--- src/rtl/lsport_monitor.sv ---
module lsport_monitor #(
  parameter int AW    = 48,
  parameter int CNT_W = 16
) (
  input  logic             clk,
  input  logic             rst_n,
  input  logic             clr,
  input  logic             ld_req,
  input  logic             st_req,
  input  logic             addr_vld,
  input  logic [AW-1:0]    addr,
  input  logic             addr_ack,
  input  logic             addr_err,
  input  logic             busy,
  input  logic             ld_vld,
  input  logic             st_vld,
  output logic [9:0]       err_bits,
  output logic             err_any,
  output logic [CNT_W-1:0] ld_count,
  output logic [CNT_W-1:0] st_count
);
  localparam int NRULE = 10;
  localparam logic [CNT_W-1:0] CNT_MAX = '1;
  localparam logic [CNT_W-1:0] CNT_ONE = CNT_W'(1);

  typedef enum logic [2:0] {S_IDLE, S_ADDR, S_LDW, S_STW, S_DRAIN} trk_t;

  trk_t             st_q, st_d;
  logic             is_st_q, req_q, held_q, ack_q, exc_q, ldv_q;
  logic [AW-1:0]    addr_q;
  logic [NRULE-1:0] viol, err_q;
  logic [CNT_W-1:0] ld_cnt, st_cnt;

  wire req   = ld_req | st_req;
  wire idle  = (st_q == S_IDLE);
  wire start = req & ~req_q & idle;

  assign viol[0] = ld_req & st_req;
  assign viol[1] = ~busy & (((st_q == S_ADDR) & ~addr_err) |
                            ((st_q == S_LDW)  & ~ld_vld)   |
                            ((st_q == S_STW)  & ~st_vld));
  assign viol[2] = req & ~req_q & (~idle | busy);
  assign viol[3] = held_q & busy & (~addr_vld | (addr != addr_q));
  assign viol[4] = (addr_ack & (ack_q | (st_q != S_ADDR))) |
                   (addr_err & (exc_q | (st_q != S_ADDR))) |
                   (ld_vld   & (ldv_q | (st_q != S_LDW)));
  assign viol[5] = addr_ack & addr_err;
  assign viol[6] = addr_err & busy;
  assign viol[7] = ld_vld & busy;
  assign viol[8] = st_vld & (st_q != S_STW);
  assign viol[9] = ((st_q == S_STW) & st_vld & ~busy) | ((st_q == S_DRAIN) & busy);

  always_comb begin
    st_d = st_q;
    case (st_q)
      S_IDLE:  if (start) st_d = S_ADDR;
      S_ADDR:  if (addr_err) st_d = S_IDLE;
               else if (addr_ack) st_d = is_st_q ? S_STW : S_LDW;
      S_LDW:   if (ld_vld) st_d = S_IDLE;
      S_STW:   if (st_vld) st_d = S_DRAIN;
      S_DRAIN: st_d = S_IDLE;
      default: st_d = S_IDLE;
    endcase
  end

  wire ld_done = (st_q == S_LDW) & ld_vld;
  wire st_done = (st_q == S_DRAIN);

  always_ff @(posedge clk or negedge rst_n) begin
    if (!rst_n) begin
      st_q    <= S_IDLE;
      is_st_q <= 1'b0;
      req_q   <= 1'b0;
      held_q  <= 1'b0;
      ack_q   <= 1'b0;
      exc_q   <= 1'b0;
      ldv_q   <= 1'b0;
      addr_q  <= '0;
      err_q   <= '0;
      ld_cnt  <= '0;
      st_cnt  <= '0;
    end else begin
      req_q <= req;
      ack_q <= addr_ack;
      exc_q <= addr_err;
      ldv_q <= ld_vld;
      if (clr) begin
        st_q   <= S_IDLE;
        held_q <= 1'b0;
        err_q  <= '0;
        ld_cnt <= '0;
        st_cnt <= '0;
      end else begin
        st_q  <= st_d;
        err_q <= err_q | viol;
        if (start) is_st_q <= st_req & ~ld_req;
        if (st_d == S_IDLE) held_q <= 1'b0;
        else if (addr_vld & ~held_q & (start | ~idle)) begin
          held_q <= 1'b1;
          addr_q <= addr;
        end
        if (ld_done && ld_cnt != CNT_MAX) ld_cnt <= ld_cnt + CNT_ONE;
        if (st_done && st_cnt != CNT_MAX) st_cnt <= st_cnt + CNT_ONE;
      end
    end
  end

  assign err_bits = err_q;
  assign err_any  = |err_q;
  assign ld_count = ld_cnt;
  assign st_count = st_cnt;
endmodule

--- config.mk ---
export PLATFORM = sky130hd
export DESIGN_NAME = lsport_monitor
export DESIGN_NICKNAME = d
export VERILOG_FILES = /design/src/rtl/lsport_monitor.sv
export SDC_FILE = /design/constraint.sdc
export NUM_CORES = 1
export LEC_CHECK = 0
export ABC_AREA = 0
export BUFFER_PORTS_ARGS = -buffer_cell sky130_fd_sc_hd__buf_4
export CAP_MARGIN = 20
export CORE_MARGIN = 10
export CORE_UTILIZATION = 55
export DETAILED_ROUTE_END_ITERATION = 6
export HOLD_SLACK_MARGIN = 0.15
export PLACE_DENSITY = 0.87
export SLEW_MARGIN = 10
export SYNTH_ARGS = -nofsm -noshare
export SYNTH_HDL_FRONTEND = slang
export SYNTH_SLANG_ARGS = --single-unit
--- constraint.sdc ---
create_clock -name clk -period 3.15 [get_ports clk]
set_clock_uncertainty 0.1 [all_clocks]
set_input_delay 0.4725 -clock clk [delete_from_list [all_inputs] [get_ports clk]]
set_output_delay 0.4725 -clock clk [all_outputs]
set_load 0.02 [all_outputs]
Word-level counts from Yosys, hierarchy flattened. Cells that the tools add are included.

Flip-flop bits (word level): 99. Output and inout port bits: 43. Logic and storage cells: 97.

Add/subtract/negate cells: 2. Equal/unequal tests: 10. Muxes and demuxes: 16. Bitwise logic cells: 48. Reduce and logical (&&, ||, !) cells: 10.

Operators by type and width (count): 2-to-1 mux 16 bit (4); != test 48 bit (1); adder 16 x 1 -> 16 bit, second input constant (2); != test 16 bit, second input constant (2); AND 1 bit (24); 2-to-1 mux 3 bit (6); OR 1 bit (12); one-hot mux 3 bit (4 select lines) (1); inverter 1 bit (11); 2-to-1 mux 10 bit (1); OR 10 bit (1); OR reduction 10 bit (1); == test 3 x 2 -> 1 bit, second input constant (2); logical NOT 3 bit (2); != test 3 x 2 -> 1 bit, second input constant (2); 2-to-1 mux 1 bit (4); nonzero test 2 bit (2); == test 3 x 1 -> 1 bit, second input constant (1); == test 3 bit, second input constant (1); != test 3 x 1 -> 1 bit, second input constant (1); AND reduction 3 bit (1); nonzero test 3 bit (1); logical AND 1 bit (2); AND reduction 2 bit (1).

Logic depth before layout (Yosys ltp).
Depth in word-level cells: 8. Mapped depth: 8. Depth with buffers taken out: 6.

Worst setup path before layout. OpenSTA, ideal clock, no wires.

Kind: input to register. Start: input port addr_err. End: register addr_q[27]. Library setup time: 0.127 ns. Arrival: 2.284 ns. Slack: 0.638 ns. Cell stages on the path: 7. Cells stage by stage: or4b_1 > or2_0 > a21o_1 > a311oi_2 > buf_4 > buf_6 > mux2_1.

Cells in the longest elaborated chain, start to end: 5.

Ends and longest elaborated chain: start: declaration (RTL line 13) `input logic addr_err,`; 2-to-1 mux 3 bit (RTL line 57) `S_ADDR: if (addr_err) st_d = S_IDLE;`; one-hot mux 3 bit (4 select lines) (RTL line 55) `case (st_q)`; logical NOT 3 bit (RTL line 97) `if (st_d == S_IDLE) held_q <= 1'b0;`; inverter 1 bit (no source line); AND reduction 3 bit (no source line); end signal: assignment (RTL line 100) `addr_q <= addr;`; end: declaration (RTL line 30) `logic [AW-1:0] addr_q;`.

No other way between the ends. A chain may end at the register's enable or synchronous reset.

Final worst setup path.
Start: input port addr_err. End: register addr_q[2].

The elaborated chain is that of the path after synthesis.

==> impl_results.md <==
* Outcome: completed
* DRC at 0
* Final setup viols at 0
* Syn avg cell area at ~11 um2
* Max Cap Viol at 0
* Cell Area, Synth at 4910 um2
* Largest cells by area after synthesis: dfrtp_1, mux2_1, xor2_1
* Crit Path Max Fanout at between 40 and 50
* Cell Chain, Critical Path: dlygate4sd3_1 -> buf_4 -> or4b_1 -> or2_0 -> a21o_1 -> a311oi_4 -> buf_12 -> mux2_1
* Vias at 3778
* Clock network latency to the later pin of the worst-skew pair at about 360 ps
* GPL Wtd Cong at approximately 0.87
* Setup TNS at 0 ps
* 1st-pass router iterations at 5
* Net count after synthesis at roughly 500
* Antenna cells at 0
* Minimum clock period after layout at just under 3000 ps
* # resized after CTS at 0
* Most frequent cell after synthesis: dfrtp_1
* Initial Utilization at 56.3%
* # rows at 34
* Cts bufs inserted at 9
* Ratio of cells with drive above 1 in the final layout at 22.9%
* Largest net degree at the start of global routing at 54
* CP Data Arrival Time at around 3100 ps
* Slew @ Worst Pin at between 600 and 700 ps
* Cell area after layout at around 6100 um2
* Vias in the first global route at 3872
* Type of the worst setup path: in -> reg
* First-pass GRT wire length at 18300 um
* Hold buffers post-CTS at 2
* Max Clk Rate at ~340 MHz
* Worst path max stage delay at around 570 ps
* Routed Antenna Nets at 0
* Post-DR vias/cell at between 5 and 6
* Top cell type's share of synthesized area at 50.5%
* Post-synth EDFFs at 0
* Clock Path Buffers at 2
* Drt total wl at approximately 11000 um
* Drt initial violations at 198
* DIE AREA at approximately 13000 um2
* All-Layer GR Usage at between 10% and 20%
* DIE WIDTH at around 110 um
* Yosys warnings at 0
* Most used DFF post-synth: dfrtp_1
* Fin. max-slew vios at 0
* Post-Syn Instances at 450
* Setup crit end kind: register
* DP Wirelength at 8360 um
* Worst slew margin at a little under three fifths
* CP bufs+invs at 3
* Sequential share of the synthesized area at between 50 and 60%
* Startpoint Class: primary input
* Yosys reg bits at 99
* GRT Residual Overflow at 0
* FFs w/ async S/R, synth at 100%
* Pwr/cell area at 502 nW/um2
* # nets final at just over 600
* Area delta synth->final at 23.5%
* Wire length per cell at 16.5 um
* Root Driver: clkbuf_8
* Placed Area at around 5800 um2
* Synth area leader: dfrtp_1
* Initial antenna violation count at 0
* LEAKAGE at 2.76 nW
* Worst endpoint required time at 3290 ps
* Post-CTS Setup Bufs at 0
* H-tree levels at 3
* Worst-path clk slew at about 90 ps
* Core Area at about 8700 um2
* Slowest CP cell: dlygate4sd3_1
* CP delay by family, top: buffers and inverters
* RSZ-0062 raised after global routing: false
* Final hold vios at 0
* I/O pin count at approximately 100
* Post-synthesis cell type count at 52
* Most instantiated cells after synthesis: dfrtp_1, nor2_1, mux2_1
* CTS tree: done
* CTS Sinks at 99
* Min-Delay Path Class: in -> reg
* Die span in y at 114 um
* Final Cycle Share at 94.7%
* Port bufs at 101
* Worst vdd ir at 0.000308 V
## sequential cells by signal, summed over array words and instances, names as in the netlist
register  cells
addr_q       48
ld_count     16
st_count     16
err_bits     10
st_q          3
ack_q         1
exc_q         1
held_q        1
is_st_q       1
ldv_q         1
req_q         1
## cell families (layout without fill, tap and decap cells)
family	Yosys count	count (layout)	share of synthesized area [%]
muxes	52	52	11.9
AOI/OAI and AO/OA	57	57	7.65
DFF	99	99	50.5
buffers and inverters	32	142	2.88
adders and majority gates	2	2	0.510
xor gates and xnor gates	64	64	11.4
and+or+nand+nor	144	144	15.2
## area by class of cell
cell class,count,area [um2]
Fill cell,651,2660
Multi-Input combinational cell,319,2300
Clock buffer,10,138
Timing Repair Buffer,109,853
Inverter,17,63.8
Sequential cell,99,2480
Clock inverter,6,93.8
Tap cell,108,135
## layer usage
layer  vias up  wire, um  GRT usage (%)
met1      1828      4760           21.5
met3        16       744           4.19
met2       135      5410           27.3
li1       1799         -              -
met4         0       123           5.51
met5         -         0              0
## per-stage QoR
step                setup slack (ps)  power, mW  utilization (%)  hold slack (ps)  std cells
floorplan                        638       1.93                -             76.9        450
global route                    66.4       3.21             69.5              218        668
global placement                 470       2.10             66.4              370        648
finish                           168       3.04             69.5              213        668
detailed placement               409       2.14             66.4              377        648
CTS                              194       3.07             69.3              152        666
## placed cells by master, fill, tap and decap left out, types with 3 or more instances in the layout
cell type and count:
buf_4 103, clkbuf_8 10, o22ai_1 3, or4_1 4
o41ai_1 5, a211oi_1 9, nand3_1 16, xor2_1 35
inv_6 3, dlygate4sd3_1 4, xnor2_1 29, or3_1 3
mux2_1 49, o21ai_0 3, a21oi_1 25, nor4_1 17
or2_2 3, inv_1 16, nand4_1 10, and3_1 3
nor3_1 6, mux2i_1 3, nor2_1 50, dfrtp_1 99
nand2_1 15
## report_power, final
part | internal, mW | switching [mW] | leakage [nW]
Sequential | 1.47 | 0.136 | 1.30
Combinational | 0.285 | 0.219 | 1.35
Clock | 0.478 | 0.453 | 0.114
## path summary, 6_finish.rpt
| path | startpoint | end | slack, ps | cells past startpoint |
|---|---|---|---|---|
| max | addr_err | addr_q[2]$_DFFE_PN0P_ | 170 | 8 |
| min in group asynchronous | rst_n | ld_count[5]$_DFFE_PN0P_ | 550 | 2 |
| min reg2reg | addr_q[19]$_DFFE_PN0P_ | addr_q[19]$_DFFE_PN0P_ | 400 | 1 |
| min | ld_req | is_st_q$_DFFE_PN0P_ | 210 | 2 |
| max reg2reg | st_q[1]$_DFF_PN0_ | addr_q[2]$_DFFE_PN0P_ | 390 | 6 |
| max in group asynchronous | rst_n | addr_q[45]$_DFFE_PN0P_ | 1700 | 3 |
Note: power is estimated with default switching activity, not from simulation.
